==> config.mk <==
export PLATFORM = sky130hd
export DESIGN_NAME = pwsb_store_unit
export DESIGN_NICKNAME = d
export VERILOG_FILES = /design/src/rtl/pwsb_pkg.sv /design/src/rtl/pwsb_lane_select.sv /design/src/rtl/pwsb_lane_pack.sv /design/src/rtl/pwsb_ctrl.sv /design/src/rtl/pwsb_store_unit.sv
export SDC_FILE = /design/constraint.sdc
export NUM_CORES = 1
export LEC_CHECK = 0
export ABC_AREA = 1
export ABC_CLOCK_PERIOD_IN_PS = 1200
export BUFFER_PORTS_ARGS = -buffer_cell sky130_fd_sc_hd__buf_2
export CAP_MARGIN = 20
export CORE_MARGIN = 1
export CORE_UTILIZATION = 36
export CTS_CLUSTER_SIZE = 12
export DETAILED_ROUTE_END_ITERATION = 10
export PLACE_DENSITY = 0.71
export SLEW_MARGIN = 20
export SYNTH_ARGS = -nofsm -noshare
export SYNTH_HDL_FRONTEND = slang
export SYNTH_SLANG_ARGS = --single-unit
==> constraint.sdc <==
create_clock -name clk -period 1.2 [get_ports clk]
set_clock_uncertainty 0.1 [all_clocks]
set_input_delay 0 -clock clk [delete_from_list [all_inputs] [get_ports clk]]
set_output_delay 0 -clock clk [all_outputs]
set_load 0.005 [all_outputs]
==> src/rtl/pwsb_pkg.sv <==
package pwsb_pkg;

    typedef enum logic [0:0] {
        ST_IDLE = 1'b0,
        ST_HOLD = 1'b1
    } pwsb_state_e;

    typedef enum logic {
        MODE_HEAD = 1'b0,
        MODE_TAIL = 1'b1
    } pwsb_mode_e;

    localparam int BYTE_W = 8;

endpackage

==> src/rtl/pwsb_lane_select.sv <==
module pwsb_lane_select
    import pwsb_pkg::*;
#(
    parameter int LANES = 4,
    localparam int OFF_W = $clog2(LANES)
) (
    input  logic [OFF_W-1:0] offset,
    input  logic             tail_mode,
    output logic [LANES-1:0] lane_en,
    output logic             probe_only
);

    localparam logic [LANES-1:0] LANE_ALL = '1;

    logic [LANES-1:0] from_offset;
    pwsb_mode_e       mode;

    always_comb begin
        mode        = pwsb_mode_e'(tail_mode);
        // Lanes at or after the offset; bit LANES-1 is lane 0.
        from_offset = LANE_ALL >> offset;
        probe_only  = 1'b0;
        unique case (mode)
            MODE_HEAD: lane_en = from_offset;
            MODE_TAIL: begin
                lane_en    = ~from_offset;
                probe_only = (offset == '0);
            end
            default:   lane_en = '0;
        endcase
    end

endmodule

==> src/rtl/pwsb_lane_pack.sv <==
module pwsb_lane_pack
    import pwsb_pkg::*;
#(
    parameter int DATA_W = 32,
    localparam int LANES = DATA_W / BYTE_W
) (
    input  logic [DATA_W-1:0] reg_value,
    input  logic [LANES-1:0]  lane_en,
    output logic [DATA_W-1:0] lane_data
);

    for (genvar g = 0; g < LANES; g++) begin : g_lane
        // Lane g is the g-th byte counted from the top of the bus.
        localparam int HI = DATA_W - 1 - BYTE_W * g;
        assign lane_data[HI -: BYTE_W] =
            lane_en[LANES-1-g] ? reg_value[HI -: BYTE_W] : '0;
    end

endmodule

==> src/rtl/pwsb_ctrl.sv <==
module pwsb_ctrl
    import pwsb_pkg::*;
#(
    parameter int ADDR_W = 32,
    parameter int DATA_W = 32,
    localparam int LANES = DATA_W / BYTE_W
) (
    input  logic              clk,
    input  logic              rst_n,
    input  logic              in_valid,
    output logic              in_ready,
    input  logic [ADDR_W-1:0] in_addr,
    input  logic [DATA_W-1:0] in_data,
    input  logic [LANES-1:0]  in_be,
    input  logic              in_probe,
    output logic              out_valid,
    input  logic              out_ready,
    output logic [ADDR_W-1:0] out_addr,
    output logic [DATA_W-1:0] out_data,
    output logic [LANES-1:0]  out_be,
    output logic              out_strobe,
    output logic              out_probe
);

    pwsb_state_e state_q, state_d;
    logic        load;

    // Next-state logic: LOAD, REST, DRAIN and WAIT transitions.
    always_comb begin
        state_d = state_q;
        load    = 1'b0;
        unique case (state_q)
            ST_IDLE: if (in_valid) begin
                state_d = ST_HOLD;
                load    = 1'b1;
            end
            ST_HOLD: if (out_ready) state_d = ST_IDLE;
            default: state_d = ST_IDLE;
        endcase
    end

    // State register.
    always_ff @(posedge clk) begin
        if (!rst_n) state_q <= ST_IDLE;
        else        state_q <= state_d;
    end

    // Output registers, loaded once per accepted request.
    always_ff @(posedge clk) begin
        if (!rst_n) begin
            out_addr   <= '0;
            out_data   <= '0;
            out_be     <= '0;
            out_strobe <= 1'b0;
            out_probe  <= 1'b0;
        end else if (load) begin
            out_addr   <= in_addr;
            out_data   <= in_data;
            out_be     <= in_be;
            out_strobe <= |in_be;
            out_probe  <= in_probe;
        end
    end

    assign in_ready  = (state_q == ST_IDLE);
    assign out_valid = (state_q == ST_HOLD);

endmodule

==> src/rtl/pwsb_store_unit.sv <==
module pwsb_store_unit
    import pwsb_pkg::*;
#(
    parameter int ADDR_W = 32,
    parameter int DATA_W = 32,
    localparam int LANES = DATA_W / BYTE_W,
    localparam int OFF_W = $clog2(LANES)
) (
    input  logic              clk,
    input  logic              rst_n,
    input  logic              req_valid,
    output logic              req_ready,
    input  logic [ADDR_W-1:0] req_addr,
    input  logic [DATA_W-1:0] req_data,
    input  logic              req_tail,
    output logic              wr_valid,
    input  logic              wr_ready,
    output logic [ADDR_W-1:0] wr_addr,
    output logic [DATA_W-1:0] wr_data,
    output logic [LANES-1:0]  wr_be,
    output logic              wr_strobe,
    output logic              wr_probe
);

    logic [LANES-1:0]  sel_be;
    logic              sel_probe;
    logic [DATA_W-1:0] packed_data;
    logic [ADDR_W-1:0] word_addr;

    assign word_addr = {req_addr[ADDR_W-1:OFF_W], {OFF_W{1'b0}}};

    pwsb_lane_select #(.LANES(LANES)) u_select (
        .offset     (req_addr[OFF_W-1:0]),
        .tail_mode  (req_tail),
        .lane_en    (sel_be),
        .probe_only (sel_probe)
    );

    pwsb_lane_pack #(.DATA_W(DATA_W)) u_pack (
        .reg_value (req_data),
        .lane_en   (sel_be),
        .lane_data (packed_data)
    );

    pwsb_ctrl #(.ADDR_W(ADDR_W), .DATA_W(DATA_W)) u_ctrl (
        .clk        (clk),
        .rst_n      (rst_n),
        .in_valid   (req_valid),
        .in_ready   (req_ready),
        .in_addr    (word_addr),
        .in_data    (packed_data),
        .in_be      (sel_be),
        .in_probe   (sel_probe),
        .out_valid  (wr_valid),
        .out_ready  (wr_ready),
        .out_addr   (wr_addr),
        .out_data   (wr_data),
        .out_be     (wr_be),
        .out_strobe (wr_strobe),
        .out_probe  (wr_probe)
    );

endmodule

==> results of run 1 <==
-- per-stage QoR --
stage | area, sq um | TNS, ns | std cells | power [mW] | utilization (%)
after floorplan | 2500 | 0 | 319 | 2.91 | -
after global placement | 3330 | 0 | 531 | 3.27 | 49.2
after detailed placement | 3330 | -0.0823 | 531 | 3.28 | 49.2
after CTS | 4200 | 0 | 613 | 5.35 | 62.1
after global routing | 4250 | -0.0784 | 613 | 5.57 | 62.9
final | 4250 | 0 | 613 | 5.32 | 62.9
-- cell usage in the layout, fill, tap and decap left out, types with 3 or more instances in the layout --
| master | n |
|---|---|
| o21ai_0 | 30 |
| dlygate4sd3_1 | 65 |
| buf_12 | 3 |
| buf_2 | 138 |
| dfxtp_1 | 68 |
| nor2_1 | 66 |
| buf_4 | 7 |
| a21oi_1 | 32 |
| nand2_1 | 67 |
| inv_1 | 8 |
| clkinvlp_4 | 3 |
| clkbuf_8 | 10 |
| a21oi_2 | 5 |
| nand3_1 | 8 |
-- report_power, final --
| part | total, mW | leakage (nW) | internal, mW | switching (mW) |
|---|---|---|---|---|
| registers | 2.51 | 0.568 | 2.44 | 0.0732 |
| clock network | 1.88 | 0.0943 | 1.01 | 0.869 |
| logic | 0.934 | 1.37 | 0.494 | 0.440 |
-- cell type report --
| class | instances | area (sq um) |
|---|---|---|
| fill | 613 | 2510 |
| timing repair buffer | 216 | 1500 |
| sequential | 69 | 1390 |
| multi-input combinational | 222 | 1030 |
| clock buffer | 10 | 138 |
| tap | 80 | 100 |
| clock inverter | 6 | 62.6 |
| inverter | 10 | 40.0 |
-- registers in the layout, summed over array words and instances (netlist names) --
name and flops:
u_ctrl.out_data 32, u_ctrl.out_valid 1, u_ctrl.out_probe 1, u_ctrl.out_addr 30, u_ctrl.out_strobe 1, u_ctrl.out_be 4
-- worst max path at each step --
stage,cells past startpoint,startpoint,slack (ns),to
floorplan,5,u_ctrl.out_valid,0.1,u_ctrl.out_data[11]
global placement,5,u_ctrl.out_valid,0.02,u_ctrl.out_data[19]
detailed placement,6,u_ctrl.out_valid,-0.02,u_ctrl.out_data[15]
CTS,5,u_ctrl.out_valid,0.01,u_ctrl.out_addr[12]
global route,6,u_ctrl.out_valid,-0.02,u_ctrl.out_data[10]
finish,6,u_ctrl.out_valid,0.01,u_ctrl.out_data[8]
-- logic make-up (layout without fill, tap and decap cells) --
group / after synthesis / count (layout)
buffers and inverters: 29 / 242
adder cells (fa/ha/maj): 2 / 2
AO/OA/AOI/OAI: 69 / 69
flip-flops: 69 / 69
AND/OR/NAND/NOR: 148 / 149
other: 1 / 2
-- repair_timing --
action,4_1_cts,5_1_grt
gates resized for setup,2,15
endpoints found under the setup margin,26,59
hold endpoints to repair,65,0
hold buffers,65,0
pin swaps,0,2
cloned,1,0
-- worst max-delay path, stage by stage (launching register included) --
cell and delay, ns:
dfxtp_4 0.37, inv_4 0.08, nand2_8 0.07, buf_8 0.15, nor2_8 0.15, nand2_2 0.07
a21oi_2 0.13
-- routing by layer --
| metal | vias to the layer above | track usage [%] | wire, um |
|---|---|---|---|
| li1 | 1434 | - | - |
| met4 | 0 | 6.52 | 133 |
| met2 | 102 | 40.8 | 4070 |
| met1 | 1297 | 21.8 | 3290 |
| met3 | 12 | 6.81 | 473 |
| met5 | - | 0 | 0 |
==> out/qor.yml, run 1 <==
die:
  coreArea_sq_um: 6760
  io_pins: 141
  die_area_sq_um: 7280
  die_h_um: 85.4
  fp-row-count: 30
  die_width_um: 85.4
  start_util_pct: 37.0
timing:
  hold-worst-slack_ns: 0.0157
  timing.final.max_slew_violations: 0
  min_period_ns: 1.19
  finalHoldViolations: 0
  finalSetupViolations: 0
  rsz0062_at_grt: "true"
  fin_ws_ns: 0.0133
  fmax_mhz: 843
  finalCritPeriodShare_pct: 98.9
detailed_routing:
  dr.pass1.iters: 4
  ant_nets: 0
  drt_iter0_drc: 114
  via_count: 2845
  post_drt_wl_per_cell_um: 13.0
  via_per_inst: 4.64
  routed_wl_um: 7960
  drc_errors: 0
placement:
  hpwl_um: 4470
  portBuffers: 138
  place_ws_ns: -0.0172
  gp_congestion: 0.734
yosys:
  synth_area_leaders: "dfxtp_1, nand2_1, nor2_1, a21oi_1, o21ai_0"
  synth.ff_latch_count: 69
  yosysWarnings: 0
  netlist_area_sq_um: 2500
  synth_xor_area_share_pct: 0
  synth_fa_ha_area_share_pct: 1.00
  yosys-top-cells-count: "dfxtp_1, nand2_1, nor2_1"
  yosysSeqAreaShare_pct: 55.2
  synth-compound-area-share_pct: 13.9
  yosysTopAreaCell: "dfxtp_1"
  synth_top_area_share_pct: 55.2
  syn_inst: 318
  synth_edf_count: 0
  synth_mux_area_share_pct: 0
  synth_cell_types: 20
  synth_simple_gate_area_share_pct: 24.1
  synthFlopType: "dfxtp_1"
  synth-async-reset-ratio_pct: 0
  postSynthAreaPerCell_sq_um: 7.87
  synth_top_family_by_area: "simple AND/OR/NAND/NOR gates"
critical_path:
  crit_arrival_ns: 1.35
  cp_data_required_time_ns: 1.36
  critPathKind: "flip-flop to flip-flop"
  endpoint_kind: "flip-flop"
  r2r_start: "u_ctrl.out_valid"
  r2r_cells: 6
  cp-start-kind: "flip-flop"
  ff2ff_setup_slack_ns: 0.01
  r2r_end: "u_ctrl.out_data[8]"
  path_max_fanout: 7
final_layout:
  syn_to_final_growth_pct: 69.8
  fin_nets: 599
  antenna_cells: 0
  drive_above_1_share_pct: 34.3
clock_tree:
  htreeDepth: 3
  clkSlewWorstSetupHoldPaths_ns: 0.07
  numCtsBuffers: 9
  cts_max_path_buffers: 2
  cts_tree: "done"
  cts_root_buf: "clkbuf_8"
  clock_latency_ns: 0.33
  cts_setup_buffers: 0
  clock-sinks: 69
hold_path:
  hold_class: "input port to flip-flop"
  holdPathStages: 5
  holdPathEnd: "u_ctrl.out_strobe"
  hp-start: "req_tail"
grt:
  grt_max_degree: 38
  grt_antenna_before_repair: 0
  grt.overflow.total: 0
  grt_pass1_wl_um: 11900
  grt_pass1_vias: 2705
  grt_usage_pct: 21.2
run_status:
  status: "completed"
pwr:
  p_leak_nw: 2.03
  ir_worst_vdd_mv: 0.775
  p_per_area_nw_per_um2: 1250
flow_run:
  drv_cap: 0
(Power assumes the default switching activity.)
==> inputs of run 2 (changes only) <==
- SETUP_SLACK_MARGIN: default -> 0.05
==> run 2 against run 1 <==
Maximum frequency is 1.5% higher. Largest cell class unchanged. Clock-buffer cell count is the same. Critical path depth unchanged. Non-clock buffer count rose by 6. Combinational power up 9%. Final cell count up 0.98%. Critical path type unchanged. Hold slack gained 0.029 ns. Core utilization is 2.4 points higher.
==> out/qor.yml, run 2 (same netlist as run 1, synthesis figures left out) <==
run_status:
  status: "completed"  # unchanged
final_layout:
  fill_cells: 592  # was 613
  ff_latch_area_sq_um: 1390  # unchanged
  largest-register: "u_ctrl.out_data"  # unchanged
  design_area_sq_um: 4410  # was 4250 sq um
  largest_registers: "u_ctrl.out_data x32, u_ctrl.out_addr x30, u_ctrl.out_be x4"  # unchanged
  final_common_cell: "buf_2"  # unchanged
  final_cell_mix: "buf_2, dfxtp_1, nor2_1"  # was buf_2, dfxtp_1, nand2_1
  antenna_cells: 0  # unchanged
  syn_to_final_growth_pct: 76.2  # was 69.8%
  largest_register_ffs: 32  # unchanged
  multi_input_area_sq_um: 1090  # was 1030 sq um
  fin_nets: 605  # was 599
  final_util_pct: 65.2  # was 62.9%
  drive_above_1_share_pct: 37.7  # was 34.3%
critical_path:
  path_max_fanout: 7  # unchanged
  r2r_cells: 6  # unchanged
  cp_data_required_time_ns: 1.36  # about the same
  critPathSlowestCell: "dfxtp_4"  # unchanged
  cp_cell_sequence: "inv_4 > nand2_8 > buf_8 > nor2_8 > nand2_2 > a21oi_2"  # unchanged
  cp-start-kind: "flip-flop"  # unchanged
  crit_arrival_ns: 1.33  # was 1.35 ns
  critPathKind: "flip-flop to flip-flop"  # unchanged
  max_stage_delay_ns: 0.37  # about the same
  path_delay_family: "flip-flops"  # unchanged
  crit_buf_inv: 2  # unchanged
  path_depth: 6  # unchanged
  endpoint_kind: "flip-flop"  # unchanged
die:
  fp-row-count: 30  # unchanged
  die_area_sq_um: 7280  # unchanged
  die_h_um: 85.4  # unchanged
  coreArea_sq_um: 6760  # unchanged
  start_util_pct: 37.0  # unchanged
  io_pins: 141  # unchanged
  die_width_um: 85.4  # unchanged
hold_path:
  holdPathStages: 5  # unchanged
  hold_class: "input port to flip-flop"  # unchanged
placement:
  placed_cell_area_sq_um: 3330  # unchanged
  place_ws_ns: -0.0172  # unchanged
  hpwl_um: 4470  # unchanged
  portBuffers: 138  # unchanged
  gp_congestion: 0.734  # unchanged
detailed_routing:
  drt_iter0_drc: 116  # was 114
  dr.pass1.iters: 5  # was 4
  post_drt_wl_per_cell_um: 13.4  # was 13.0 um
  drc_errors: 0  # unchanged
  via_count: 2874  # was 2845
  routed_wl_um: 8300  # was 7960 um
  ant_nets: 0  # unchanged
  via_per_inst: 4.64  # about the same
timing:
  fin_setup_tns_ns: 0  # unchanged
  rsz0062_at_grt: "true"  # unchanged
  fin_ws_ns: 0.0314  # was 0.0133 ns
  min_period_ns: 1.17  # was 1.19 ns
  fmax_mhz: 856  # was 843 MHz
  finalCritPeriodShare_pct: 97.4  # was 98.9%
  finalHoldViolations: 0  # unchanged
  timing.final.max_slew_violations: 0  # unchanged
  finalSetupViolations: 0  # unchanged
clock_tree:
  cts_max_path_buffers: 2  # unchanged
  cts_root_buf: "clkbuf_8"  # unchanged
  htreeDepth: 3  # unchanged
  clock-sinks: 69  # unchanged
  numCtsBuffers: 9  # unchanged
  clkSlewWorstSetupHoldPaths_ns: 0.07  # about the same
  clock_latency_ns: 0.33  # about the same
  cts_tree: "done"  # unchanged
flow_run:
  drv_cap: 0  # unchanged
grt:
  grt_antenna_before_repair: 0  # unchanged
  grt.overflow.total: 0  # unchanged
  grt_pass1_wl_um: 11900  # unchanged
  grt_max_degree: 38  # unchanged
  grt_usage_pct: 21.2  # unchanged
  grt_pass1_vias: 2704  # was 2705
pwr:
  p_per_area_nw_per_um2: 1230  # was 1250 nW/um^2
  ir_worst_vdd_mv: 0.776  # was 0.775 mV
  p_leak_nw: 2.08  # was 2.03 nW
==> run 2: cell count changes in the layout (fill, tap and decap cells not counted), sizes merged <==
cell,before,now
buf,151,155
clkbuf,10,12
==> run 2: worst register-to-register path, cell delays in order (launching register included) <==
cell	delay, ns
dfxtp_4	0.37
inv_4	0.08
nand2_8	0.08
buf_8	0.15
nor2_8	0.13
nand2_2	0.07
a21oi_2	0.12
==> run 2: what timing repair did <==
item                       CTS  global route
hold endpoints to repair    65             0
pin swaps                    2            10
setup endpoints to repair   35            58
cloned                       1             5
gates resized for setup      4            51
buffers inserted             0             1
hold buffers                65             0
==> run 2: layer usage <==
layer / wire [um] / track usage [%] / vias to the layer above
met5: 0 / 0 / -
met4: 133 / 6.52 / 0
met3: 450 / 6.81 / 12
met2: 4370 / 40.8 / 105
met1: 3340 / 21.8 / 1308
li1: - / - / 1449
==> run 2: metrics by stage <==
| step | power [mW] | cells | hold WS, ns |
|---|---|---|---|
| after floorplan | 2.91 | 319 | 0.0357 |
| after global placement | 3.27 | 531 | 0.147 |
| after detailed placement | 3.28 | 531 | 0.154 |
| after CTS | 5.36 | 613 | 0.000307 |
| after global routing | 5.66 | 619 | 0.0676 |
| final | 5.41 | 619 | 0.0450 |
==> run 2: cell type report <==
| class | count | area share, % |
|---|---|---|
| repair buffers | 222 | 36.2 |
| flip-flops and latches | 69 | 31.4 |
| multi-input cells | 222 | 24.6 |
| clock buffers | 10 | 3.12 |
| well taps | 80 | 2.27 |
| clock inverters | 6 | 1.42 |
| inverters | 10 | 0.908 |
==> run 2: path summary, 6_finish.rpt <==
path | start | to | slack [ns]
setup / recovery | u_ctrl.out_valid | u_ctrl.out_data[8] | 0.03
hold / removal | req_tail | u_ctrl.out_strobe | 0.05
setup reg to reg | u_ctrl.out_valid | u_ctrl.out_data[8] | 0.03
hold reg to reg | u_ctrl.out_data[17] | u_ctrl.out_data[17] | 0.37
==> run 2: power by group <==
group          internal [mW]  switching, mW  leakage, nW  total (mW)
combinational          0.546          0.477         1.42        1.02
sequential              2.44         0.0741        0.568        2.51
clock                   1.01          0.866       0.0943        1.87
total                   3.99           1.42         2.08        5.41
